[src/rtl/seg7_pkg.sv]
`timescale 1ns/1ps
package seg7_pkg;
   localparam int SEG_N = 7;
   typedef logic [SEG_N-1:0] seg_t;
   localparam seg_t SEG_DARK = '0;
   localparam seg_t SEG_LIT  = '1;
endpackage

[src/rtl/code_hold.sv]
`timescale 1ns/1ps
module code_hold #(
   parameter int CODE_W = 4
) (
   input  logic              clk,
   input  logic              rst,
   input  logic              capture_n,
   input  logic [CODE_W-1:0] code_in,
   output logic [CODE_W-1:0] code_eff,
   output logic [CODE_W-1:0] code_held
);
   always_ff @(posedge clk) begin
      if (rst)
         code_held <= '0;
      else if (!capture_n)
         code_held <= code_in;
   end

   // transparent while capturing, stored value while holding
   assign code_eff = capture_n ? code_held : code_in;
endmodule

[src/rtl/digit_glyph.sv]
`timescale 1ns/1ps
module digit_glyph
   import seg7_pkg::*;
#(
   parameter int CODE_W = 4,
   parameter bit TAILED = 1'b0
) (
   input  logic [CODE_W-1:0] code,
   output seg_t              glyph
);
   seg_t glyph_six;
   seg_t glyph_nine;

   generate
      if (TAILED) begin : g_tailed
         assign glyph_six  = 7'h7D;
         assign glyph_nine = 7'h6F;
      end else begin : g_tailless
         assign glyph_six  = 7'h7C;
         assign glyph_nine = 7'h67;
      end
   endgenerate

   always_comb begin
      case (code)
         CODE_W'(0): glyph = 7'h3F;
         CODE_W'(1): glyph = 7'h06;
         CODE_W'(2): glyph = 7'h5B;
         CODE_W'(3): glyph = 7'h4F;
         CODE_W'(4): glyph = 7'h66;
         CODE_W'(5): glyph = 7'h6D;
         CODE_W'(6): glyph = glyph_six;
         CODE_W'(7): glyph = 7'h07;
         CODE_W'(8): glyph = 7'h7F;
         CODE_W'(9): glyph = glyph_nine;
         default:    glyph = SEG_DARK;
      endcase
   end
endmodule

[src/rtl/seg_drive.sv]
`timescale 1ns/1ps
module seg_drive
   import seg7_pkg::*;
(
   input  logic clk,
   input  logic rst,
   input  logic lamp_test_n,
   input  logic blank_n,
   input  seg_t glyph,
   output seg_t seg
);
   seg_t seg_next;

   always_comb begin
      if (!lamp_test_n)
         seg_next = SEG_LIT;
      else if (!blank_n)
         seg_next = SEG_DARK;
      else
         seg_next = glyph;
   end

   always_ff @(posedge clk) begin
      if (rst)
         seg <= SEG_DARK;
      else
         seg <= seg_next;
   end
endmodule

[src/rtl/bcd_seg_latch_decoder.sv]
`timescale 1ns/1ps
module bcd_seg_latch_decoder
   import seg7_pkg::*;
#(
   parameter int CODE_W = 4,
   parameter bit TAILED = 1'b0
) (
   input  logic              clk,
   input  logic              rst,
   input  logic              lamp_test_n,
   input  logic              blank_n,
   input  logic              capture_n,
   input  logic [CODE_W-1:0] bcd_in,
   output logic [SEG_N-1:0]  seg
);
   generate
      if (CODE_W != 4) begin : g_bad_code_w
         $error("bcd_seg_latch_decoder: CODE_W must be 4");
      end
      if (SEG_N != 7) begin : g_bad_seg_n
         $error("bcd_seg_latch_decoder: SEG_N must be 7");
      end
   endgenerate

   logic [CODE_W-1:0] code_eff;
   logic [CODE_W-1:0] code_held;
   seg_t              glyph;

   code_hold #(.CODE_W(CODE_W)) u_hold (
      .clk       (clk),
      .rst       (rst),
      .capture_n (capture_n),
      .code_in   (bcd_in),
      .code_eff  (code_eff),
      .code_held (code_held)
   );

   digit_glyph #(.CODE_W(CODE_W), .TAILED(TAILED)) u_glyph (
      .code  (code_eff),
      .glyph (glyph)
   );

   seg_drive u_drive (
      .clk         (clk),
      .rst         (rst),
      .lamp_test_n (lamp_test_n),
      .blank_n     (blank_n),
      .glyph       (glyph),
      .seg         (seg)
   );
endmodule

[config.mk]
export PLATFORM = sky130hd
export DESIGN_NAME = bcd_seg_latch_decoder
export DESIGN_NICKNAME = d
export VERILOG_FILES = /design/src/rtl/seg7_pkg.sv /design/src/rtl/code_hold.sv /design/src/rtl/digit_glyph.sv /design/src/rtl/seg_drive.sv /design/src/rtl/bcd_seg_latch_decoder.sv
export SDC_FILE = /design/constraint.sdc
export NUM_CORES = 1
export LEC_CHECK = 0
export ABC_AREA = 1
export BUFFER_PORTS_ARGS = -buffer_cell sky130_fd_sc_hd__buf_2
export CAP_MARGIN = 25
export CORE_MARGIN = 4
export CORE_UTILIZATION = 40
export CTS_CLUSTER_DIAMETER = 100
export DETAILED_ROUTE_END_ITERATION = 6
export HOLD_SLACK_MARGIN = 0.1
export MAX_ROUTING_LAYER = met4
export SYNTH_ARGS = -nofsm -noshare
export SYNTH_HDL_FRONTEND = slang
export SYNTH_SLANG_ARGS = --single-unit
[constraint.sdc]
create_clock -name clk -period 1.3 [get_ports clk]
set_input_delay 0.13 -clock clk [delete_from_list [all_inputs] [get_ports clk]]
set_output_delay 0.13 -clock clk [all_outputs]
set_load 0.01 [all_outputs]
======== Word level (Yosys, flattened, before mapping) ========
Memory sizes are Yosys's and may differ from the RTL's.
Cells that the tools add are included.
word-level totals
  bits in registers ....................... 11
  ROM bits ................................ 112
  bits of input ports ..................... 9
  output and inout port bits .............. 7
  logic and storage cells ................. 6
  memories kept ........................... 1
operators by class
  multiplexer cells ....................... 3
memories
  name              depth  width  read ports  clocked after memory_dff  write ports  line               source
  (name not given)  16     7      1           0                         0            digit_glyph.sv:25  case (code)
operator list
  operator  count
  $mux W7   2
  $mux W4   1

======== Longest topological paths before layout ========
Gate-level depths: netlist of the first run.
An unclocked memory read counts as a cell.
  depth after elaboration ................. 4
  mapped depth ............................ 9
  gate-level depth less buffers ........... 9

======== By module ========
A second synthesis of the first run with hierarchy kept.
unflattened totals
  cell total of the unflattened synthesis .. 90
  area, all modules ....................... 584.3 um2
by module, submodules not included
  module       instances  cells an instance  area an instance (um2)  sequential area each (um2)
  seg_drive    1          21                 201.4                   140.1
  code_hold    1          33                 191.4                   80.1
  digit_glyph  1          36                 191.4                   0.0

======== Least setup slack after synthesis of the first run ========
Ideal clock, no wire load.
  kind .................................... register -> register
  start point ............................. register u_hold.code_held[0]
  end point ............................... register u_drive.seg[3]
  setup time .............................. 132 ps
  arrival time ............................ 1,028 ps
  setup slack ............................. 140 ps
  cell stages (with the launch flop) ...... 9
  buffers on the path ..................... 0
  cells stage by stage .................... dfxtp_1 -> nand2_1 -> nand2_2 -> clkinv_2 -> ha_1 -> nand2_1 -> nand3_1 -> nand2_1 -> a21oi_1
on the way
  cells in the longest elaborated chain, start to end .. 4
ends and longest elaborated chain
  element                 line                         source
  start, declared         code_hold.sv:10              output logic [CODE_W-1:0] code_held
  start signal, assigned  code_hold.sv:16              code_held <= code_in;
  $mux W4                 code_hold.sv:20              assign code_eff = capture_n ? code_held : code_in;
  net code_eff[0]         bcd_seg_latch_decoder.sv:25  logic [CODE_W-1:0] code_eff;
  $mem_v2 Z16 W7          --
  $mux W7                 seg_drive.sv:17              else if (!blank_n)
  $mux W7                 seg_drive.sv:15              if (!lamp_test_n)
  end signal, assigned    seg_drive.sv:27              seg <= seg_next;
  end, declared           seg_drive.sv:10              output seg_t seg
The timed path passes the listed nets, and every way through them passes these cells.
A chain may end at the register's enable or synchronous reset.

======== Worst setup path in the final report of the first run ========
  start point ............................. register u_hold.code_held[1]
  end point ............................... register u_drive.seg[0]
on the way
  cells in the longest elaborated chain, start to end .. 4
ends and longest elaborated chain
  element         line
  $mux W4         code_hold.sv:20
  $mem_v2 Z16 W7  --
  $mux W7         seg_drive.sv:17
  $mux W7         seg_drive.sv:15
No other way between the ends.

==> run metrics, run 1 <==
Clock Path Buffers 2; maximum clock frequency a little over 0.8 GHz; CP Launch Type flop; CP max stage cell dfxtp_1; top post-synthesis cells by area dfxtp_1 (39%), nand2_1 (13%), nand3_1 (12%), ha_1 (8.9%), nand2_2 (7.8%); largest net degree at the start of global routing 12; DIE WIDTH 45.6 um; post-synthesis sequential area ratio 39.0%; Synth warnings 0; post-synth cell types 13; Critical Path Most Common Cell nand3_1; Synth Register Bits 11; Hold Path Stages 2; Synth top area share between 30% and 40%; CTS tree yes; dpl hpwl just under 900 um; Mapped Area 564 um2; largest area contributor in the netlist dfxtp_1; Routed Antenna Nets 0; Fin. Hold Viols 0; sink of the worst hold path u_drive.seg[6]$_SDFF_PP0_; dpl cell area between 600 and 700 um2; drt wl/cell approximately 9.6 um; Cells after Synth 78; IO Pins 16; reg-to-reg setup timing slack around 92 ps; commonest non-fill, non-tap cells in the layout nand2_1 (20), buf_2 (15), nand3_1 (13), dfxtp_1 (11); critical path class flop to flop; Post-CTS Hold Buffers 0; Worst EP required between 1000 and 1500 ps; nets 112; setup TNS 0 ps; vias per std cell between 4 and 5; Crit path buffers/inverters 2; aggregate global routing overflow 0; normalized max-slew margin 87.2%; vias in the first global route around 420; leakage power ~0.37 nW; status completed; Layout area overhead 23.5%; measured slew at the worst slew-check pin 191 ps; crit-path cells inv_1, nand2_1, nand2_2, ha_1, inv_1, nand3_1, nand3_1, nand3_1, a21oi_1; final wirelength between 1000 and 1500 um; total track usage between 10% and 20%; Setup-failing EPs final 0; Max stage delay on crit path around 330 ps; CTS Buf Count 3; total iterations of the first detailed-routing run 4; Initial Util approximately 43%; unrepaired setup endpoints after global routing no; Placeable Area between 1000 and 1500 um2; Final Skew ~3 ps; CTS sink cnt 11; 1st-iter DRT viols 5; Final Cell Area 697 um2; worst hold start lamp_test_n; Avg Synthesized Cell Area ~7.2 um2; worst r2r src u_hold.code_held[1]$_SDFF_PP0_; DIE AREA between 2000 and 2500 um2; Hold Crit Class input pin to flop; die height between 40 and 50 um; Post-Syn Nets just over 90; initial antenna violation count 0; Tot Pwr between 0.0007 and 0.0008 W; R2R depth 9; Clock transition at path regs 70 ps; commonest non-fill, non-tap cell in the layout nand2_1; critical-path maximum fanout 4; first-pass GRT wire length between 1500 and 2000 um; Pins Over Slew Limit 0; vias post-DR 545; r2r endpoint u_drive.seg[0]$_SDFF_PP0_; DR DRC count 0; share of layout cells above drive strength 1 32.7%; H-tree levels 1; Worst setup EP type flop; floorplan row count 13; Top delay family on crit path simple AND/OR/NAND/NOR gates; n_diodes 0; Peak VDD IR between 0.5 and 0.6 mV; Final Critical Period around 1200 ps; max cap viols 0; CTS root buf clkbuf_4; clk_lat worst skew 260 ps; final worst path period share 92.9%; routability cong. a little under 0.9; pwr/cell area 1100 nW/um2; Port Buffers 15; worst endpoint data arrival time approximately 1400 ps
[registers in the layout, indices dropped and copies added, names as in the netlist]
name / flops
u_drive.seg: 7
u_hold.code_held: 4
[Yosys cell counts]
cell type,instances
nand2_1,20
inv_1,6
inv_2,2
a21oi_1,7
nand2_2,7
clkinv_2,1
nand3_2,1
dfxtp_1,11
clkbuf_1,1
nor2_1,4
ha_1,4
a21boi_2,1
nand3_1,13
[per-stage QoR]
step	hold slack [ps]	setup slack, ps	utilization, %	instances
after floorplan	199	140	-	78
after global placement	414	49.2	50.8	109
after detailed placement	410	33.1	50.8	109
after CTS	122	54.8	52.8	113
after global routing	142	5.36	52.9	113
final	139	92.4	52.9	113
[kinds of logic (layout without fill, tap and decap cells)]
kind of cell / Yosys count / in the layout / share of synthesized area [%]
AND/OR/NAND/NOR: 45 / 45 / 37.0
flip-flops: 11 / 11 / 39.0
buffers and inverters: 10 / 30 / 6.87
AO/OA/AOI/OAI: 8 / 8 / 8.20
adder cells (fa/ha/maj): 4 / 4 / 8.87
[report_power, final]
group          switching, W  internal, W  total, W
Combinational      0.000106    0.0000687  0.000175
Sequential       0.00000599     0.000362  0.000368
Clock              0.000105     0.000119  0.000224
Total              0.000217     0.000549  0.000766
[repair_timing]
action | 4_1_cts | 5_1_grt
resized for setup | 0 | 1
setup buffers | 0 | 0
setup endpoints to repair | 0 | 1
[worst max path at each step]
stage	depth (start not counted)	end	slack, ps	startpoint
3_3_place_gp	10	u_drive.seg[3]$_SDFF_PP0_	50	capture_n
3_5_place_dp	10	u_drive.seg[3]$_SDFF_PP0_	30	capture_n
5_1_grt	9	u_drive.seg[0]$_SDFF_PP0_	5	u_hold.code_held[1]$_SDFF_PP0_
4_1_cts	8	u_drive.seg[3]$_SDFF_PP0_	50	u_hold.code_held[0]$_SDFF_PP0_
2_1_floorplan	8	u_drive.seg[3]$_SDFF_PP0_	140	u_hold.code_held[0]$_SDFF_PP0_
6_report	9	u_drive.seg[0]$_SDFF_PP0_	90	u_hold.code_held[1]$_SDFF_PP0_
[layer usage]
| layer | wire [um] | share of wire (%) | up-vias | GRT usage (%) |
|---|---|---|---|---|
| met4 | 0 | 0 | 0 | 3.51 |
| met5 | 0 | 0 | - | - |
| li1 | - | - | 289 | - |
| met2 | 502 | 46 | 18 | 16.2 |
| met1 | 491 | 45 | 238 | 15.3 |
| met3 | 85 | 7.9 | 0 | 7.11 |
[area by class of cell]
cell class	instances	area, um2
fill	141	621
multi-input combinational	57	305
sequential	11	220
timing repair buffer	17	90.1
inverter	9	36.3
clock buffer	4	26.3
tap	15	18.8
(Power assumes the default switching activity.)
==> inputs of run 2 (changes only) <==
CORE_AREA = 4 4 41 43   (was not set)
CORE_MARGIN = not set   (was 4)
CORE_UTILIZATION = not set   (was 40)
DIE_AREA = 0 0 45 47   (was not set)
HOLD_SLACK_MARGIN = 0.02   (was 0.1)
PLACE_DENSITY = 0.67   (was not set)
==> run metrics, run 2 (synthesis gave the netlist of run 1 again) <==
die height 47 um; Worst setup EP type flop; CTS sink cnt 11; layout filler cell count approximately 130; worst slack at placement 12.0 ps; R2R depth 8; Clock Path Buffers 2; drt wl/cell roughly 11 um; Hold Path Stages 2; Setup-failing EPs final 0; aggregate global routing overflow 0; final worst path period share a little over 90%; Layout area overhead 27.5%; 1st-iter DRT viols 9; measured slew at the worst slew-check pin between 150 and 200 ps; commonest non-fill, non-tap cell in the layout nand2_1; status completed; clk_lat worst skew between 200 and 300 ps; Routed Antenna Nets 0; Worst EP required around 1500 ps; initial antenna violation count 0; Peak VDD IR ~0.64 mV; Placeable Area 1300 um2; total track usage a little over an eighth; CTS root buf clkbuf_4; CP max stage cell dfxtp_1; H-tree levels 1; total iterations of the first detailed-routing run 5; Hold Crit Class input pin to flop; Fin. Hold Viols 0; IO Pins 16; post-layout util approximately 55%; nets 112; Pins Over Slew Limit 0; Final Critical Period between 1000 and 1500 ps; register area 221 um2; Setup WS post-layout 97.4 ps; commonest non-fill, non-tap cells in the layout nand2_1 (18), buf_2 (15), nand3_1 (13), dfxtp_1 (10), nand2_2 (8); max reg flops 7; routability cong. about 0.86; crit-path cells nand2_1, nand2_2, clkinv_2, ha_4, nand2_2, nand3_1, nand2_1, a21oi_1; n_diodes 0; normalized max-slew margin about nine tenths; leakage power 0.372 nW; floorplan row count 13; largest net degree at the start of global routing 12; Initial Util a little over two fifths; vias post-DR 552; maximum clock frequency slightly above 0.8 GHz; final wirelength 1270 um; Tot Pwr between 0.0007 and 0.0008 W; Port Buffers 15; DR DRC count 0; CTS Buf Count 3; dpl hpwl 966 um; Top delay family on crit path simple AND/OR/NAND/NOR gates; worst endpoint data arrival time 1400 ps; CP Depth 8; vias per std cell 4.88; Final Skew about 6.6 ps; critical path class flop to flop; first-pass GRT wire length between 1500 and 2000 um; max cap viols 0; reg-to-reg setup timing slack ~100 ps; critical-path maximum fanout 4; Max stage delay on crit path ~300 ps; Multi-input gate area between 300 and 400 um2; Largest regs u_drive.seg x7, u_hold.code_held x4; Clock transition at path regs about 70 ps; CTS tree yes; Top reg by flops u_drive.seg; DIE AREA approximately 2100 um2; vias in the first global route roughly 480; DIE WIDTH 45 um; share of layout cells above drive strength 1 36.7%; CP Launch Type flop; setup TNS 0 ps; pwr/cell area around 1100 nW/um2; Crit path buffers/inverters 1
run 2: what timing repair did:
item                       4_1_cts  5_1_grt
gates resized for setup          0        5
hold buffers                     0        0
setup buffers                    0        1
setup endpoints to repair        0        4
run 2: final cells by class:
cell class / count / share of cell area (%)
clock buffer: 4 / 3.65
inverter: 9 / 4.87
multi-input combinational: 57 / 45.6
sequential: 11 / 30.8
tap: 15 / 2.61
timing repair buffer: 17 / 12.5
run 2: routing by layer:
layer / routed length (um) / up-vias / track usage [%]
met5: 0 / - / -
met4: 0 / 0 / 3.51
met3: 69 / 0 / 5.75
met2: 652 / 13 / 22.3
met1: 544 / 250 / 14.3
li1: - / 289 / -
run 2: worst reg2reg max path, stage by stage, from the launching register on:
cell and delay [ps]:
dfxtp_1 300, nand2_1 60, nand2_2 100, clkinv_2 110, ha_4 280, nand2_2 50, nand3_1 70, nand2_1 50
a21oi_1 110
run 2: final timing paths:
| kind | start | endpoint |
|---|---|---|
| worst max-delay path | u_hold.code_held[0]$_SDFF_PP0_ | u_drive.seg[3]$_SDFF_PP0_ |
| worst min register to register | u_hold.code_held[0]$_SDFF_PP0_ | u_hold.code_held[0]$_SDFF_PP0_ |
| worst max register to register | u_hold.code_held[0]$_SDFF_PP0_ | u_drive.seg[3]$_SDFF_PP0_ |
| worst min-delay path | lamp_test_n | u_drive.seg[6]$_SDFF_PP0_ |
run 2: stage by stage:
stage | hold slack, ps | area [um2] | cells
2_1_floorplan | 199 | 564 | 78
3_3_place_gp | 408 | 662 | 108
3_5_place_dp | 407 | 662 | 108
4_1_cts | 124 | 688 | 112
5_1_grt | 120 | 719 | 113
6_report | 133 | 719 | 113
run 2: report_power, final:
group	switching, W	internal, W	leakage (nW)	total, W
clock	0.000103	0.000118	0.0150	0.000221
combinational	0.000116	0.0000771	0.265	0.000194
sequential	0.00000666	0.000362	0.0921	0.000369
total	0.000226	0.000558	0.372	0.000784
